$ cat config.mk
export PLATFORM = sky130hd
export DESIGN_NAME = bus_clock_guard
export DESIGN_NICKNAME = d
export VERILOG_FILES = /design/src/rtl/clkmon_pkg.sv /design/src/rtl/clkmon_edge_sync.sv /design/src/rtl/clkmon_ctrl.sv /design/src/rtl/clkmon_gap_timer.sv /design/src/rtl/bus_clock_guard.sv
export SDC_FILE = /design/constraint.sdc
export NUM_CORES = 1
export LEC_CHECK = 0
export BUFFER_PORTS_ARGS = -buffer_cell sky130_fd_sc_hd__buf_2
export CELL_PAD_IN_SITES_DETAIL_PLACEMENT = 1
export CELL_PAD_IN_SITES_GLOBAL_PLACEMENT = 2
export CORE_ASPECT_RATIO = 0.8
export CORE_MARGIN = 2
export CORE_UTILIZATION = 39
export DETAILED_ROUTE_END_ITERATION = 10
export PLACE_DENSITY = 0.88
export REMOVE_ABC_BUFFERS = 1
export SYNTH_ARGS = -nofsm -noshare
export SYNTH_HDL_FRONTEND = slang
export SYNTH_SLANG_ARGS = --single-unit
$ cat constraint.sdc
create_clock -name ref_clk -period 4.1 [get_ports ref_clk]
set_input_delay 0.205 -clock ref_clk [delete_from_list [all_inputs] [get_ports ref_clk]]
set_output_delay 0.205 -clock ref_clk [all_outputs]
set_load 0.01 [all_outputs]
$ cat src/rtl/clkmon_pkg.sv
`timescale 1ns/1ps
package clkmon_pkg;
  // Trip limit: midpoint of the must-pass and must-trip periods, which
  // leaves margin on both sides for reference-clock tolerance.
  function automatic int gap_limit(input int pass_cyc, input int trip_cyc);
    return (pass_cyc + trip_cyc) / 2;
  endfunction

  function automatic int cnt_width(input int limit);
    return $clog2(limit + 1);
  endfunction
endpackage

$ cat src/rtl/clkmon_edge_sync.sv
`timescale 1ns/1ps
module clkmon_edge_sync #(
  parameter int STAGES = 2
) (
  input  logic ref_clk,
  input  logic rst_n,
  input  logic async_in,
  output logic rise
);
  logic [STAGES-1:0] sync_q;
  logic              prev_q;

  genvar i;
  generate
    for (i = 0; i < STAGES; i++) begin : g_stage
      if (i == 0) begin : g_first
        always_ff @(posedge ref_clk or negedge rst_n)
          if (!rst_n) sync_q[0] <= 1'b0;
          else        sync_q[0] <= async_in;
      end else begin : g_next
        always_ff @(posedge ref_clk or negedge rst_n)
          if (!rst_n) sync_q[i] <= 1'b0;
          else        sync_q[i] <= sync_q[i-1];
      end
    end
  endgenerate

  always_ff @(posedge ref_clk or negedge rst_n)
    if (!rst_n) prev_q <= 1'b0;
    else        prev_q <= sync_q[STAGES-1];

  assign rise = sync_q[STAGES-1] & ~prev_q;
endmodule

$ cat src/rtl/clkmon_ctrl.sv
`timescale 1ns/1ps
module clkmon_ctrl (
  input  logic ref_clk,
  input  logic rst_n,
  input  logic cfg_we,
  input  logic cfg_enable,
  input  logic cfg_force,
  output logic lock_on,
  output logic active
);
  logic en_q;
  logic lock_q;

  always_ff @(posedge ref_clk or negedge rst_n)
    if (!rst_n)      en_q <= 1'b0;
    else if (cfg_we) en_q <= cfg_enable;

  always_ff @(posedge ref_clk or negedge rst_n)
    if (!rst_n)                  lock_q <= 1'b0;
    else if (cfg_we && cfg_force) lock_q <= 1'b1;

  assign lock_on = lock_q;
  assign active  = en_q | lock_q;
endmodule

$ cat src/rtl/clkmon_gap_timer.sv
`timescale 1ns/1ps
module clkmon_gap_timer #(
  parameter int LIMIT = 10500,
  parameter int CW    = 14
) (
  input  logic          ref_clk,
  input  logic          rst_n,
  input  logic          active,
  input  logic          rise,
  output logic [CW-1:0] gap_cnt,
  output logic          expired,
  output logic          req
);
  localparam logic [CW-1:0] LAST = CW'(LIMIT - 1);

  logic [CW-1:0] cnt_q;
  logic          req_q;

  assign expired = active && !req_q && !rise && (cnt_q == LAST);

  always_ff @(posedge ref_clk or negedge rst_n)
    if (!rst_n)                                cnt_q <= '0;
    else if (!active || req_q || rise || expired) cnt_q <= '0;
    else                                       cnt_q <= cnt_q + CW'(1);

  always_ff @(posedge ref_clk or negedge rst_n)
    if (!rst_n)       req_q <= 1'b0;
    else if (expired) req_q <= 1'b1;

  assign gap_cnt = cnt_q;
  assign req     = req_q;
endmodule

$ cat src/rtl/bus_clock_guard.sv
`timescale 1ns/1ps
module bus_clock_guard #(
  parameter int PASS_CYC    = 1000,
  parameter int TRIP_CYC    = 20000,
  parameter int SYNC_STAGES = 2
) (
  input  logic ref_clk,
  input  logic rst_n,
  input  logic bus_clk,
  input  logic cfg_we,
  input  logic cfg_enable,
  input  logic cfg_force,
  output logic mon_active,
  output logic reset_req
);
  localparam int LIMIT = clkmon_pkg::gap_limit(PASS_CYC, TRIP_CYC);
  localparam int CW    = clkmon_pkg::cnt_width(LIMIT);

  logic          bus_rise;
  logic          lock_on;
  logic          gap_expired;
  logic [CW-1:0] gap_cnt;

  clkmon_edge_sync #(.STAGES(SYNC_STAGES)) u_sync (
    .ref_clk (ref_clk),
    .rst_n   (rst_n),
    .async_in(bus_clk),
    .rise    (bus_rise)
  );

  clkmon_ctrl u_ctrl (
    .ref_clk   (ref_clk),
    .rst_n     (rst_n),
    .cfg_we    (cfg_we),
    .cfg_enable(cfg_enable),
    .cfg_force (cfg_force),
    .lock_on   (lock_on),
    .active    (mon_active)
  );

  clkmon_gap_timer #(.LIMIT(LIMIT), .CW(CW)) u_gap (
    .ref_clk(ref_clk),
    .rst_n  (rst_n),
    .active (mon_active),
    .rise   (bus_rise),
    .gap_cnt(gap_cnt),
    .expired(gap_expired),
    .req    (reset_req)
  );
endmodule

# Word-level counts from Yosys, hierarchy flattened
# Cells that the tools add are included.
op_classes:
  shifts: 0
  mux: 1
  div_mod_pow: 0
  n_eq_ne: 1
  bitwise_logic: 3
  reduce_logical: 10
  multipliers: 0
  add_sub_neg: 1
  magnitude_cmp: 0
ops:
  columns: ["operator", "count"]
  rows:
  - ["$add 14x1->14 const B", 1]
  - ["$eq 14x14->1 const B", 1]
  - ["$mux 14", 1]
  - ["$logic_and 1x1->1", 4]
  - ["$logic_not 1->1", 3]
  - ["$logic_or 1x1->1", 3]
  - ["$and 1x1->1", 1]
  - ["$not 1->1", 1]
  - ["$or 1x1->1", 1]
word_totals:
  register_bits: 20
  latch_bits: 0
  memories: 0
  romBits: 0
  output_inout_bits: 2
  input_bits: 6
  word_cells: 23
  ram_bits: 0

# Logic depth before layout (Yosys ltp)
logic_depth:
  ltp_word: 7
  mapped_depth: 7
  depth_no_buf: 5

# Cells and area by module
# From an unflattened synthesis, not the netlist that was laid out.
hier_totals:
  cells_unflattened: 84
  area_unflattened_um2: 948.4
modules_own_cells:
  columns: ["module", "n_inst", "seq_area_each_um2", "area_per_inst_um2", "cells_per_inst"]
  rows:
  - ["clkmon_gap_timer", 1, 375.4, 779.5, 75]
  - ["clkmon_edge_sync", 1, 75.1, 88.8, 4]
  - ["clkmon_ctrl", 1, 50.0, 80.1, 5]

# Worst setup path before layout
# No wires, ideal clock.
synth_path:
  path_kind: "reg2reg"
  start: "register u_gap.cnt_q[0] (netlist: u_gap.gap_cnt[0])"
  end: "register u_gap.cnt_q[12] (netlist: u_gap.gap_cnt[12])"
  setup_slack_ps: 2482
  setup_ps: 71
  synth_period_minus_slack_ps: 1618
  n_path_buf: 2
  path_stages_with_launch: 8
  arrival_ps: 1546
  t_required_ps: 4029
  path_cell_list: "dfrtp_1 > ha_1 > nor4b_1 > nand4_1 > or3b_1 > buf_2 > buf_6 > nor2_1"
synth_between:
  elab_chain_len: 4
  word_cells_on_any_way: 5
  classes_between: "add/sub (1); eq/ne (1); mux (1); reduce/logical (2)"
synth_rtl:
  columns: ["item", "line_no", "rtl"]
  rows:
  - ["start: declaration", "clkmon_gap_timer.sv:16", "logic [CW-1:0] cnt_q;"]
  - ["start signal: assignment", "clkmon_gap_timer.sv:24", "else cnt_q <= cnt_q + CW'(1);"]
  - ["parallel branches: the longest is 3 deep, another holds $add 14x1->14", null, null]
  - ["$mux 14 (*)", "clkmon_gap_timer.sv:23", "else if (!active || req_q || rise || expired) cnt_q <= '0;"]
# Mark *: on every way between the ends.
# A chain may end at the register's enable or synchronous reset.

# Worst setup path after layout
layout_path:
  start: "register u_gap.cnt_q[0] (netlist: u_gap.gap_cnt[0])"
  end: "register u_gap.cnt_q[6] (netlist: u_gap.gap_cnt[6])"
# The elaborated chain is that of the path after synthesis.

==> metrics.md <==
| Metric | Value |
|---|---|
| RSZ-0062 raised after global routing | false |
| Die ar. | between 2000 and 3000 um2 |
| Fill cells | about 240 |
| H-Tree Depth | 1 |
| Worst Setup Path Type | flop to flop |
| Via count | between 600 and 700 |
| Layout Cells excl Fill | 120 |
| Setup crit end kind | flop |
| Synth Area in Compound Gates | 0.02222 |
| Yosys top cell area share | 0.5556 |
| Synth cell types | 23 |
| CP required | 4270 ps |
| DP Area | between 900 and 1000 um2 |
| Post-Synth XOR/XNOR Area | 0.1167 |
| DR WL/cell | roughly 14 um |
| Initial antenna violation count | 0 |
| Sequential Area | roughly 500 um2 |
| Vias in the first global route | a little over 600 |
| Final instance area | 1007 um2 |
| Initial DRC Count | 11 |
| Layout cells sized above 1 | 0.1368 |
| Fin. Hold Viols | 0 |
| Vias per cell | between 5 and 6 |
| Leading area contributor after synthesis | dfrtp_1 |
| Seq cells post-synth | 20 |
| IO buf count | 7 |
| Leakage dissipation | 0.4562 nW |
| Multi-input logic area | approximately 370 um2 |
| Routed Antenna Nets | 0 |
| Largest net degree at the start of global routing | 21 |
| Post-CTS Setup Inserts | 0 |
| Post-Route WL | 1.692 mm |
| Worst hold path class | primary input to flop |
| Synth Area in Adders | 0.02778 |
| Placed Instances | 114 |
| Core area | between 2000 and 2500 um2 |
| Status | finished clean |
| CP Launch Type | flop |
| Clk slew on worst S/H paths | between 100 and 150 ps |
| # rows | 15 |
| Synth Instances | between 80 and 90 |
| DRC viols | 0 |
| Rel. slew slack | 0.6971 |
| Finish-stage setup viols | 0 |
| Antenna diode count | 0 |
| CTS tree | yes |
| Seq/Total Area, Yosys | 0.5556 |
| Num CTS Buffers | 3 |
| 1st-pass router iterations | 4 |
| Clk_lat worst skew | 300 ps |
| Ranking of synthesized cells by area | dfrtp_1 56%, nor2_1 6.7%, xnor2_1 5.8% |
| Die height | ~47 um |
| Final TNS setup | 0 ps |
| Max-slew violation count | 0 |
| Final Net Count | between 100 and 150 |
| Arrival time worst endpoint | roughly 2000 ps |
| YS warnings | 0 |
| Largest family of logic cells by synthesized area | simple AND/OR/NAND/NOR gates |
| Global route total overflow | 0 |
| Final period utilization | 0.4417 |
| Max FO, Critical Path | 14 |
| Max IR drop VDD | roughly 0.00025 V |
| Clock Path Buffers | 2 |
| GPL Wtd Cong | between 0.7 and 0.8 |
| Skew final | ~7.4 ps |
| Die Wd | approximately 58 um |
| Worst Tran Pin Value | around 450 ps |
| Maxcap violations | 0 |
| Clock Sinks | 20 |
| Initial Utilization | 0.4138 |
| Area share of and/or/nand/nor cells after synthesis | 0.2347 |
| First-pass GRT wire length | approximately 2.9 mm |
| Post-synthesis mux area share | 0.01250 |
| Synth-to-Final Area Change | 11.81% |
| DP HPWL | 1.241 mm |
| Synth Cell Area | between 900 and 1000 um2 |
| Global Route Usage Sum | 0.1495 |
| Hold_ws | 114.9 ps |
| Fmax | 0.5522 GHz |
| Min Tclk post-route | approximately 1800 ps |
| Top Ports | 8 |
| Pwr Density | around 400 nW/um2 |
| Root Buffer | clkbuf_4 |
| Mean post-synth cell area | approximately 11 um2 |
-- critical path: stages (launching register included) --
cell	delay, ps
dfrtp_1	460
ha_1	220
nor4b_1	260
nand4_1	160
or3b_1	480
nor2_1	100
-- final cells by class --
type	instances	share of cell area
flip-flops and latches	20	0.4969
repair buffers	9	0.05466
clock buffers	4	0.03602
multi-input cells	59	0.3702
well taps	25	0.03106
inverters	3	0.01118
-- where the power goes --
group | total (mW) | switching, mW | internal (mW) | leakage (nW)
sequential | 0.242 | 0.0270 | 0.215 | 0.260
combinational | 0.0483 | 0.0249 | 0.0234 | 0.175
clock | 0.112 | 0.0579 | 0.0541 | 0.0210
-- through the flow --
step | setup slack (ps) | util | total power, mW
finish | 2289 | 0.4626 | 0.4026
detailed placement | 2277 | 0.4368 | 0.2942
global placement | 2375 | 0.4368 | 0.2903
floorplan | 2527 | - | 0.2727
global route | 2087 | 0.4626 | 0.4283
CTS | 2255 | 0.4626 | 0.4098
-- kinds of logic (layout without fill, tap and decap cells) --
group | after synthesis | count (layout)
flops | 20 | 20
buf+inv | 5 | 16
simple gates | 41 | 41
mux | 1 | 1
xor+xnor | 12 | 12
compound gates | 3 | 3
fa+ha+maj | 2 | 2
-- sequential cells by signal, indices dropped and copies added (netlist names) --
register and flops:
u_ctrl.lock_on 1, u_sync.prev_q 1, u_gap.gap_cnt 14, u_sync.sync_q 2
u_gap.req 1, u_ctrl.en_q 1
-- cells in the final DEF, fill, tap and decap left out --
cell type	netlist	final
dfrtp_1	20	20
nor2_1	16	16
buf_2	1	7
xnor2_1	6	6
xor2_1	6	6
nand4_1	5	5
nand2_1	4	4
nand3_1	4	4
inv_1	3	3
clkbuf_4	0	3
nor4b_1	2	2
nor4_1	2	2
nor3_1	2	2
and3_1	2	2
ha_1	2	2
dlygate4sd3_1	0	2
or2_2	1	1
o21ai_0	1	1
and3b_1	1	1
or3b_1	1	1
and4_1	1	1
o21bai_1	1	1
a21o_1	1	1
mux2_2	1	1
clkbuf_8	0	1
-- Yosys cell counts --
cell type,n
o21ai_0,1
nor4b_1,2
and4_1,1
and3_1,2
ha_1,2
a21o_1,1
nor3_1,2
or3b_1,1
nand3_1,4
xnor2_1,6
and3b_1,1
dfrtp_1,20
nor4_1,2
buf_6,1
nand4_1,5
o21bai_1,1
xor2_1,6
inv_1,3
buf_2,1
nand2_1,4
or2_2,1
mux2_2,1
nor2_1,16
-- what timing repair did --
item                      in CTS  in global routing
hold endpoints to repair      21                  0
gates resized for setup        0                  0
hold buffers                   2                  0
-- final timing paths --
check                            startpoint                to  slack, ps  depth (start not counted)
min in group asynchronous             rst_n  u_sync.sync_q[1]        380                          2
setup reg to reg           u_gap.gap_cnt[0]  u_gap.gap_cnt[6]       2290                          5
setup / recovery           u_gap.gap_cnt[0]  u_gap.gap_cnt[6]       2290                          5
hold / removal                    cfg_force    u_ctrl.lock_on        110                          2
max in group asynchronous             rst_n       u_ctrl.en_q       3410                          2
hold reg to reg            u_sync.sync_q[0]  u_sync.sync_q[1]        370                          0
-- layer usage --
metal / track usage / vias to the layer above / part of all wire
met4: 0.04186 / 0 / 0.0071
met3: 0.04959 / 2 / 0.038
met5: 0 / - / 0
li1: - / 305 / -
met1: 0.1990 / 302 / 0.49
met2: 0.2386 / 8 / 0.47
(Power assumes the default switching activity.)
